`src/rtl/arq_pkg.sv`:
```
package arq_pkg;

    // Sender phase: waiting for a source word, or waiting for an acknowledgement
    typedef enum logic {
        PH_FILL = 1'b0,
        PH_WAIT = 1'b1
    } arq_phase_e;

endpackage

```
`src/rtl/arq_ack_filter.sv`:
```
// Keeps the last captured acknowledgement value and flags a value change.
module arq_ack_filter #(
    parameter int SEQ_W   = 8,
    parameter int RETRY_W = 4
) (
    input  logic               clk,
    input  logic               rst_n,
    input  logic [SEQ_W-1:0]   ack_seq,
    input  logic [RETRY_W-1:0] ack_retry,
    input  logic               cap_en,
    output logic               ack_new
);
    localparam int ACK_W = SEQ_W + RETRY_W;

    logic [ACK_W-1:0] last_d, last_q;
    logic [ACK_W-1:0] ack_word;

    assign ack_word = {ack_seq, ack_retry};
    assign ack_new  = (ack_word != last_q);

    always_comb begin
        last_d = last_q;
        if (cap_en && ack_new) begin
            last_d = ack_word;
        end
    end

    always_ff @(posedge clk or negedge rst_n) begin
        if (!rst_n) begin
            last_q <= '0;
        end else begin
            last_q <= last_d;
        end
    end
endmodule

```
`src/rtl/arq_retry_count.sv`:
```
// Saturating resend counter with a synchronous clear.
module arq_retry_count #(
    parameter int RETRY_W = 4
) (
    input  logic               clk,
    input  logic               rst_n,
    input  logic               clr,
    input  logic               inc,
    output logic [RETRY_W-1:0] count
);
    localparam logic [RETRY_W-1:0] CNT_MAX = '1;

    logic [RETRY_W-1:0] cnt_d, cnt_q;

    always_comb begin
        cnt_d = cnt_q;
        if (clr) begin
            cnt_d = '0;
        end else if (inc && (cnt_q != CNT_MAX)) begin
            cnt_d = cnt_q + RETRY_W'(1);
        end
    end

    always_ff @(posedge clk or negedge rst_n) begin
        if (!rst_n) begin
            cnt_q <= '0;
        end else begin
            cnt_q <= cnt_d;
        end
    end

    assign count = cnt_q;
endmodule

```
`src/rtl/arq_sender.sv`:
```
// Stop-and-wait transmitter: one word in flight, resend on timeout,
// advance on a matching new acknowledgement.
module arq_sender
    import arq_pkg::*;
#(
    parameter int DATA_W  = 16,
    parameter int SEQ_W   = 8,
    parameter int RETRY_W = 4
) (
    input  logic               clk,
    input  logic               rst_n,
    input  logic               data_valid,
    input  logic [DATA_W-1:0]  data_in,
    output logic               data_req,
    input  logic               timeout,
    input  logic [SEQ_W-1:0]   ack_seq,
    input  logic [RETRY_W-1:0] ack_retry,
    output logic               pkt_valid,
    output logic [SEQ_W-1:0]   pkt_seq,
    output logic [RETRY_W-1:0] pkt_retry,
    output logic [DATA_W-1:0]  pkt_data,
    output logic               start_timer
);
    localparam logic [SEQ_W-1:0] SEQ_FIRST = SEQ_W'(1);

    typedef struct packed {
        arq_phase_e         phase;
        logic [SEQ_W-1:0]   frame;
        logic [DATA_W-1:0]  word;
        logic               send;
        logic               kick;
    } snd_state_t;

    snd_state_t cur_q, nxt_d;

    logic ack_new;
    logic ack_cap;
    logic retry_inc;
    logic retry_clr;
    logic seq_hit;

    arq_ack_filter #(
        .SEQ_W   (SEQ_W),
        .RETRY_W (RETRY_W)
    ) i_ack_filter (
        .clk       (clk),
        .rst_n     (rst_n),
        .ack_seq   (ack_seq),
        .ack_retry (ack_retry),
        .cap_en    (ack_cap),
        .ack_new   (ack_new)
    );

    arq_retry_count #(
        .RETRY_W (RETRY_W)
    ) i_retry_count (
        .clk   (clk),
        .rst_n (rst_n),
        .clr   (retry_clr),
        .inc   (retry_inc),
        .count (pkt_retry)
    );

    assign seq_hit = (ack_seq == cur_q.frame);

    always_comb begin
        nxt_d      = cur_q;
        nxt_d.send = 1'b0;
        nxt_d.kick = 1'b0;
        ack_cap    = 1'b0;
        retry_inc  = 1'b0;
        retry_clr  = 1'b0;

        unique case (cur_q.phase)
            PH_FILL: begin
                // acknowledgements only refresh the captured value here
                ack_cap = 1'b1;
                if (data_valid) begin
                    nxt_d.word  = data_in;
                    nxt_d.send  = 1'b1;
                    nxt_d.kick  = 1'b1;
                    nxt_d.phase = PH_WAIT;
                end
            end
            PH_WAIT: begin
                if (timeout) begin
                    // timeout first: resend, leave the acknowledgement pending
                    retry_inc  = 1'b1;
                    nxt_d.send = 1'b1;
                    nxt_d.kick = 1'b1;
                end else begin
                    ack_cap = 1'b1;
                    if (ack_new && seq_hit) begin
                        nxt_d.frame = cur_q.frame + SEQ_W'(1);
                        nxt_d.phase = PH_FILL;
                        retry_clr   = 1'b1;
                    end
                end
            end
            default: begin
                nxt_d.phase = PH_FILL;
            end
        endcase
    end

    always_ff @(posedge clk or negedge rst_n) begin
        if (!rst_n) begin
            cur_q.phase <= PH_FILL;
            cur_q.frame <= SEQ_FIRST;
            cur_q.word  <= '0;
            cur_q.send  <= 1'b0;
            cur_q.kick  <= 1'b0;
        end else begin
            cur_q <= nxt_d;
        end
    end

    assign data_req    = (cur_q.phase == PH_FILL);
    assign pkt_valid   = cur_q.send;
    assign start_timer = cur_q.kick;
    assign pkt_seq     = cur_q.frame;
    assign pkt_data    = cur_q.word;

endmodule

```
`config.mk`:
```
export PLATFORM = sky130hd
export DESIGN_NAME = arq_sender
export DESIGN_NICKNAME = d
export VERILOG_FILES = /design/src/rtl/arq_pkg.sv /design/src/rtl/arq_ack_filter.sv /design/src/rtl/arq_retry_count.sv /design/src/rtl/arq_sender.sv
export SDC_FILE = /design/constraint.sdc
export NUM_CORES = 1
export LEC_CHECK = 0
export ABC_AREA = 1
export BUFFER_PORTS_ARGS = -buffer_cell sky130_fd_sc_hd__clkbuf_2
export CAP_MARGIN = 10
export CELL_PAD_IN_SITES_DETAIL_PLACEMENT = 1
export CELL_PAD_IN_SITES_GLOBAL_PLACEMENT = 1
export CORE_MARGIN = 8
export CORE_UTILIZATION = 41
export DETAILED_ROUTE_END_ITERATION = 10
export PLACE_DENSITY_LB_ADDON = 0.1
export SLEW_MARGIN = 20
export SYNTH_ARGS = -nofsm -noshare
export SYNTH_HDL_FRONTEND = slang
export SYNTH_SLANG_ARGS = --single-unit
export TNS_END_PERCENT = 10
```
`constraint.sdc`:
```
create_clock -name clk -period 3.6 [get_ports clk]
set_input_delay 0.54 -clock clk [delete_from_list [all_inputs] [get_ports clk]]
set_output_delay 0.54 -clock clk [all_outputs]
set_load 0.02 [all_outputs]
```
==> run_results.csv, run 1 <==
group,metric,value,unit
clock_network,clock_latency,0.29,ns
detailed_routing,viasPerCell,4.67,
clock_network,clock-sinks,42,
floorplanning,dieArea,8360,µm²
grt,gr-max-usage-layer,"met2",
final_layout,mostFrequentLayoutCell,"nand2_1",
synth,avgSynthCellArea,8.36,µm²
detailed_routing,wl,5640,µm
final_layout,fillCellCount,704,
grt,grt_pass1_wl,9670,µm
min_path,min_path_type,"input port to asynchronous set/reset pin",
critical_path,worstReg2RegEnd,"i_ack_filter.last_q[4]",
clock_network,clk_pin_slew,0.08,ns
timing,worst_pin_slew,0.940,ns
clock_network,cts.htree.levels,2,
critical_path,path_common_cell,"nand2_1",
place,dp_hpwl,4490,µm
synth,synthCells,279,
critical_path,max_stage_delay,0.59,ns
critical_path,crit_chain,"inv_1 > nand2_1 > nand2_1 > nand2_1 > nor2_1 > nand3_2 > nand2_1 > o21ai_0",
critical_path,cpMaxStageDelayCell,"nand2_1",
final_layout,syn_to_final_growth,11.7,%
clock_network,post_cts_buffers,0,
critical_path,critPathArrivalTime,2.13,ns
detailed_routing,wire_per_inst,14.4,µm
final_layout,final_cell_mix,"90 x nand2_1, 61 x clkbuf_2, 41 x dfrtp_1",
power,peakVddDrop,0.000269,V
floorplanning,initial_core_util,42.4,%
detailed_routing,dr.pass1.iters,4,
synth,seq_area_frac_synth,45.1,%
synth,syn_nets,313,
grt,track_usage,14.2,%
floorplanning,ioPinCount,63,
synth,netlist_area,2330,µm²
timing,whs,0.378,ns
timing,setup-violations-final,0,
floorplanning,num_rows,27,
timing,finalCritPeriodShare,55.4,%
timing,finalCriticalPeriod,2.00,ns
critical_path,r2r_setup_slack,1.60,ns
synth,ys_warn_count,0,
synth,synth_cell_types,25,
clock_network,cts_tree,"built",
final_layout,drive_above_1_share,29.7,%
place,postPlaceCellArea,2520,µm²
clock_network,clk_path_buf_depth,2,
grt,grt_max_degree,43,
clock_network,clock-root-buffer,"clkbuf_8",
status,outcome,"finished clean",
critical_path,timing.rr.start,"i_ack_filter.last_q[11]",
clock_network,cts_inserted_buffers,5,
timing,rsz0062_at_grt,"no",
critical_path,critPathMaxFanout,22,
critical_path,crit_path_end_kind,"register",
floorplanning,core,5510,µm²
floorplanning,die_height,91.4,µm
grt,grt.overflow.total,0,
timing,relSlewSlack,37.3,%
timing,slew_viol_final,0,
final_layout,antenna_cells,0,
clock_network,ctsResizeCount,0,
clock_network,ctsHoldBuffers,0,
critical_path,reg2reg_depth,8,
place,dp_slack,1.25,ns
final_layout,final_area,2610,µm²
floorplanning,die_x,91.4,µm
detailed_routing,via_count,1830,
power,power_leakage,1.42,nW
grt,met2_usage,24.5,%
timing,setup_slack,1.60,ns
timing,finalSetupTns,0,ns
detailed_routing,drt_iter0_drc,78,
timing,timing.fmax,0.501,GHz
grt,antenna_found_initial,0,
detailed_routing,postRouteAntennaNets,0,
critical_path,path_class,"register to register",
place,gp_congestion,0.848,
critical_path,required,3.74,ns
critical_path,cp-start-kind,"register",
final_layout,nets,353,
grt,grt_use_met3,3.54,%
grt,grt_pass1_vias,2022,
synth,ys_seq_elements,42,
timing,clock_skew,0.00776,ns
place,port_buffers,62,
grt,grt_util_met1,16.9,%
timing,hold_violations,0,
flow_run,maxCapViolCount,0,
power,power_density,442,nW/µm²
detailed_routing,drcViolationCount,0,
[cell type report]
cell class	count	area [µm²]	share of cell area, %
Multi-Input combinational cell	177	947	36.3
Clock buffer	6	72.6	2.78
Timing Repair Buffer	62	310	11.9
Inverter	31	121	4.65
Clock inverter	2	13.8	0.528
Sequential cell	42	1050	40.4
Tap cell	72	90.1	3.45
[critical path: cells and delay by family (launching register included)]
family / cells / cell delay, ns
AOI/OAI and AO/OA: 1 / 0.19
buffers and inverters: 1 / 0.07
and+or+nand+nor: 6 / 1.18
DFF: 1 / 0.40
[power by group]
group	switching (mW)	internal (mW)	leakage (nW)
logic	0.167	0.108	0.866
registers	0.0484	0.530	0.511
clock network	0.162	0.137	0.0452
[worst max path at each step]
| stage | from | end | depth (start not counted) |
|---|---|---|---|
| 6_report | i_ack_filter.last_q[11] | i_ack_filter.last_q[4] | 8 |
| 3_5_place_dp | ack_seq[7] | i_ack_filter.last_q[4] | 9 |
| 3_3_place_gp | ack_seq[7] | i_ack_filter.last_q[10] | 9 |
| 2_1_floorplan | pkt_seq[0] | pkt_seq[2] | 10 |
| 4_1_cts | i_ack_filter.last_q[11] | i_ack_filter.last_q[4] | 8 |
| 5_1_grt | i_ack_filter.last_q[4] | i_ack_filter.last_q[4] | 6 |
[layer usage]
metal	wire, µm	vias to the layer above
met3	278	2
met2	2860	41
met4	32	0
met1	2470	869
met5	0	-
li1	-	918
[synthesized netlist by cell type (all sizes together)]
cell type  number  area [µm²]
xor2            5        43.8
clkinv          1        8.76
buf            29         213
dfrtp          41        1030
dfstp           1        26.3
nor3            3        15.0
or2             1        6.26
nand4           5        31.3
nand2          93         362
a21oi           3        15.0
nand3          11        60.1
xnor2           7        61.3
mux2           16         180
o21ai          10        50.1
inv            30         113
nand3b          2        18.8
nor2           19        78.8
ha              2        25.0
[stage by stage]
stage	utilization, %	std cells	total power, mW
6_report	47.4	392	1.15
3_3_place_gp	45.8	384	0.860
2_1_floorplan	-	279	0.787
5_1_grt	47.4	392	1.23
3_5_place_dp	45.8	384	0.869
4_1_cts	47.4	392	1.18
[registers in the layout, indices dropped and copies added, names as in the netlist]
signal,cells
pkt_data,16
i_retry_count.count,4
i_ack_filter.last_q,12
pkt_seq,8
start_timer,1
cur_q,1
[cell families (layout without fill, tap and decap cells)]
logic type / count (synthesis) / after routing / synth area share, %
simple gates: 134 / 134 / 24.5
buf+inv: 60 / 101 / 14.3
xor+xnor: 12 / 12 / 4.50
fa+ha+maj: 2 / 2 / 1.07
flops: 42 / 42 / 45.1
compound gates: 13 / 13 / 2.79
mux: 16 / 16 / 7.72
Note: power is estimated with default switching activity, not from simulation.
==> inputs of run 2 (changes only) <==
CORE_UTILIZATION = 38   (was 41)
clock period = 2.1 ns   (was 3.6 ns; I/O delays follow)
==> run_results.csv, run 2 (synthesized netlist as in run 1, its figures left out) <==
group,metric,value,unit
critical_path,reg2reg_depth,7,
final_layout,syn_to_final_growth,14.6,%
status,outcome,"finished clean",
grt,met2_usage,23.0,%
timing,relSlewSlack,64.1,%
final_layout,final_cells,400,
grt,grt_pass1_vias,2031,
detailed_routing,via_count,1859,
timing,clock_skew,0.00795,ns
floorplanning,num_rows,28,
critical_path,critPathArrivalTime,1.91,ns
floorplanning,die_x,94.4,µm
clock_network,clk_pin_slew,0.09,ns
clock_network,ctsHoldBuffers,0,
floorplanning,die_height,94.4,µm
clock_network,clock_latency,0.31,ns
power,power_density,797,nW/µm²
place,gp_congestion,0.836,
critical_path,cpMaxStageDelayCell,"dfstp_2",
critical_path,critPathTopFamily,"simple AND/OR/NAND/NOR gates",
critical_path,path_class,"register to register",
place,port_buffers,62,
timing,setup-violations-final,0,
power,power_leakage,1.46,nW
timing,finalCriticalPeriod,1.70,ns
grt,track_usage,13.9,%
grt,grt.overflow.total,0,
timing,hold_violations,0,
final_layout,final_area,2680,µm²
critical_path,r2r_setup_slack,0.40,ns
grt,grt_max_degree,43,
clock_network,cts_tree,"built",
power,peakVddDrop,0.000499,V
place,postPlaceCellArea,2560,µm²
detailed_routing,wl,5650,µm
final_layout,final_cell_mix,"90 x nand2_1, 62 x clkbuf_2, 41 x dfrtp_1",
critical_path,timing.rr.start,"pkt_seq[0]",
grt,grt_util_met1,16.5,%
clock_network,ctsResizeCount,0,
critical_path,crit_buf_inv,2,
final_layout,mostFrequentLayoutCell,"nand2_1",
floorplanning,dieArea,8900,µm²
critical_path,crit_path_end_kind,"register",
critical_path,worstReg2RegEnd,"pkt_seq[7]",
critical_path,required,2.31,ns
detailed_routing,viasPerCell,4.65,
place,post-place-cells,392,
final_layout,nets,358,
timing,whs,0.0709,ns
clock_network,clk_path_buf_depth,2,
timing,finalCritPeriodShare,81.2,%
clock_network,post_cts_buffers,0,
min_path,min_path_type,"input port to asynchronous set/reset pin",
detailed_routing,wire_per_inst,14.1,µm
detailed_routing,drcViolationCount,0,
timing,timing.fmax,0.587,GHz
detailed_routing,dr.pass1.iters,4,
clock_network,cts_inserted_buffers,5,
timing,finalSetupTns,0,ns
final_layout,largest_reg_flops,16,
critical_path,max_stage_delay,0.57,ns
final_layout,drive_above_1_share,31.1,%
grt,gr-max-usage-layer,"met2",
grt,grt_pass1_wl,9710,µm
critical_path,cp-start-kind,"register",
flow_run,maxCapViolCount,0,
timing,rsz0062_at_grt,"no",
clock_network,cts.htree.levels,2,
detailed_routing,postRouteAntennaNets,0,
final_layout,antenna_cells,0,
critical_path,crit_chain,"inv_1 > nor3_1 > nand2_1 > nor3_1 > nand4_1 > nand2_1 > inv_1",
floorplanning,initial_core_util,39.4,%
timing,worst_pin_slew,0.538,ns
floorplanning,ioPinCount,63,
detailed_routing,drt_iter0_drc,72,
grt,antenna_found_initial,0,
floorplanning,core,5920,µm²
clock_network,clock-sinks,42,
place,dp_hpwl,4460,µm
grt,grt_use_met3,4.44,%
clock_network,clock-root-buffer,"clkbuf_8",
critical_path,critPathMaxFanout,4,
timing,slew_viol_final,0,
run 2: area by class of cell:
cell class,count,area (µm²)
Fill cell,763,3250
Inverter,31,121
Tap cell,75,93.8
Clock inverter,3,43.8
Timing Repair Buffer,67,348
Clock buffer,5,68.8
Multi-Input combinational cell,177,947
Sequential cell,42,1050
run 2: power breakdown:
| group | leakage, nW | internal [mW] | switching [mW] |
|---|---|---|---|
| Clock | 0.0585 | 0.357 | 0.312 |
| Combinational | 0.889 | 0.188 | 0.285 |
| Sequential | 0.511 | 0.909 | 0.0810 |
| Total | 1.46 | 1.45 | 0.678 |
run 2: worst max path at each step:
stage	start	endpoint	slack, ns	depth (start not counted)
floorplan	pkt_seq[0]	pkt_seq[2]	0.62	10
global placement	pkt_seq[0]	pkt_seq[7]	0.43	7
detailed placement	pkt_seq[0]	pkt_seq[7]	0.37	7
CTS	pkt_seq[0]	pkt_seq[7]	0.37	7
global route	pkt_seq[0]	pkt_seq[7]	0.18	8
finish	pkt_seq[0]	pkt_seq[7]	0.40	7
run 2: layer usage:
metal  up-vias  share of wire, %
li1        935                 -
met1       882                43
met2        33                50
met3         9               5.7
met4         0               1.4
met5         -                 0
run 2: stage by stage:
stage / util [%] / worst slack [ns] / power, mW
2_1_floorplan: - / 0.619 / 1.35
3_3_place_gp: 43.3 / 0.431 / 1.48
3_5_place_dp: 43.3 / 0.374 / 1.49
4_1_cts: 45.2 / 0.369 / 2.18
5_1_grt: 45.2 / 0.185 / 2.27
6_report: 45.2 / 0.396 / 2.13
run 2: worst register-to-register path, delay by kind of cell (launching register included):
family,cells,cell delay (ns)
buffers and inverters,2,0.12
flip-flops,1,0.57
AND/OR/NAND/NOR,5,0.92
==> inputs of run 3 (changes only) <==
CORE_UTILIZATION = 34   (was 38)
clock period = 1.5 ns   (was 2.1 ns; I/O delays follow)
==> run_results.csv, run 3 (synthesized netlist as in run 1, its figures left out) <==
group,metric,value,unit
status,outcome,"complete, but fails checks",
status,violations,"negative setup slack",
critical_path,r2r_setup_slack,-0.05,ns
timing,relSlewSlack,80.1,%
grt,grt_pass1_wl,9950,µm
place,port_buffers,62,
grt,grt_pass1_vias,2089,
timing,slew_viol_final,0,
detailed_routing,wire_per_inst,14.4,µm
detailed_routing,drcViolationCount,0,
final_layout,fillCellCount,825,
detailed_routing,dr.pass1.iters,4,
detailed_routing,viasPerCell,4.63,
final_layout,drive_above_1_share,44.9,%
critical_path,path_common_cell,"nand2_1",
critical_path,max_stage_delay,0.57,ns
detailed_routing,postRouteAntennaNets,0,
floorplanning,ioPinCount,63,
critical_path,cp.depth,10,
power,power_density,1050,nW/µm²
grt,gr-max-usage-layer,"met2",
clock_network,clk_pin_slew,0.08,ns
critical_path,reg2reg_depth,10,
place,postPlaceCellArea,2750,µm²
grt,met2_usage,22.2,%
critical_path,crit_buf_inv,3,
timing,hold_violations,0,
timing,rsz0062_at_grt,"yes",
floorplanning,initial_core_util,34.7,%
grt,antenna_found_initial,0,
critical_path,critPathArrivalTime,1.79,ns
min_path,min_to,"pkt_data[15]",
detailed_routing,via_count,2008,
grt,grt_max_degree,43,
critical_path,cp-start-kind,"register",
timing,setup_slack,-0.0539,ns
floorplanning,core,6720,µm²
grt,track_usage,12.6,%
place,gp_congestion,0.762,
min_path,min-delay-start,"data_in[15]",
critical_path,required,1.74,ns
critical_path,worstReg2RegEnd,"pkt_seq[3]",
floorplanning,dieArea,9770,µm²
timing,finalCritPeriodShare,104,%
final_layout,nets,387,
critical_path,crit_path_end_kind,"register",
flow_run,maxCapViolCount,0,
final_layout,final_area,3120,µm²
timing,setup-violations-final,4,
clock_network,clk_path_buf_depth,2,
timing,clock_skew,0.00365,ns
place,dp_hpwl,4630,µm
clock_network,clock_latency,0.29,ns
critical_path,cpMaxStageDelayCell,"dfstp_2",
timing,finalCriticalPeriod,1.55,ns
critical_path,crit_chain,"inv_4 > nand2_4 > nand3_2 > nand3b_4 > nor2_4 > buf_12 > nand3_1 > nand2_1 > nand2_1 > inv_1",
power,peakVddDrop,0.000684,V
critical_path,timing.rr.start,"pkt_seq[0]",
min_path,min_path_type,"input port to register",
timing,worst_pin_slew,0.298,ns
final_layout,antenna_cells,0,
min_path,holdPathStages,2,
clock_network,cts_inserted_buffers,5,
final_layout,syn_to_final_growth,33.8,%
clock_network,cts.htree.levels,2,
final_layout,mostFrequentLayoutCell,"nand2_1",
critical_path,path_class,"register to register",
floorplanning,die_height,98.8,µm
detailed_routing,wl,6260,µm
final_layout,final_cell_mix,"79 x nand2_1, 62 x clkbuf_2, 41 x dfrtp_1",
final_layout,utilization,46.5,%
clock_network,clock-root-buffer,"clkbuf_8",
clock_network,cts_tree,"built",
floorplanning,die_x,98.8,µm
final_layout,regArea,1050,µm²
clock_network,clock-sinks,42,
final_layout,largest_reg_flops,16,
critical_path,critPathMaxFanout,6,
timing,timing.fmax,0.644,GHz
power,power_leakage,1.65,nW
grt,grt_use_met3,3.59,%
floorplanning,num_rows,30,
grt,grt.overflow.total,0,
grt,grt_util_met1,14.3,%
detailed_routing,drt_iter0_drc,32,
final_layout,multi_input_area,1060,µm²
critical_path,critPathTopFamily,"simple AND/OR/NAND/NOR gates",
-- run 3: layout make-up --
class                      instances  share of cell area [%]
sequential                        42                    33.7
clock buffer                       5                    2.20
clock inverter                     3                    2.20
inverter                          31                    4.05
timing repair buffer              96                    20.6
tap                               80                    3.21
multi-input combinational        177                    34.0
-- run 3: how the worst max path moves through the flow --
stage	slack (ns)	to	startpoint
6_report	-0.05	pkt_seq[3]	pkt_seq[0]
5_1_grt	-0.11	pkt_seq[5]	pkt_seq[0]
4_1_cts	0.004	pkt_seq[2]	i_ack_filter.last_q[6]
3_5_place_dp	-0.1	pkt_seq[7]	pkt_seq[0]
3_3_place_gp	-0.02	pkt_seq[2]	pkt_seq[0]
2_1_floorplan	0.02	pkt_seq[2]	pkt_seq[0]
-- run 3: layer usage --
layer,up-vias,share of wire (%)
li1,988,-
met1,974,40
met2,41,53
met3,5,5.0
met4,0,1.2
met5,-,0
-- run 3: where the power goes --
group          switching (mW)  leakage [nW]  internal [mW]  total (mW)
Sequential              0.103         0.511           1.27        1.38
Clock                   0.410        0.0683          0.667        1.08
Combinational           0.472          1.07          0.344       0.816
-- run 3: worst reg2reg max path, cell delays in order, from the launching register on --
cell and delay [ns]:
dfstp_2 0.57, inv_4 0.06, nand2_4 0.06, nand3_2 0.06, nand3b_4 0.16, nor2_4 0.20
buf_12 0.15, nand3_1 0.08, nand2_1 0.07, nand2_1 0.06, inv_1 0.05
-- run 3: repair_timing --
item                                    4_1_cts  5_1_grt
pin swaps                                     2       22
hold buffers                                  1        0
gates cloned                                  0        1
buffers inserted                              2        6
endpoints found under the setup margin        5       25
endpoints found under the hold margin        41        0
gates resized for setup                       7       33
-- run 3: per-stage QoR --
stage	cells	TNS (ns)	worst slack (ns)	power, mW	hold slack [ns]
final	434	-0.169	-0.0539	3.27	0.158
after global routing	434	-0.702	-0.113	3.48	0.144
after CTS	427	0	0.00406	3.28	0.146
after detailed placement	416	-0.165	-0.0984	2.17	0.233
after global placement	416	-0.0364	-0.0220	2.13	0.230
after floorplan	279	0	0.0186	1.89	-0.0706
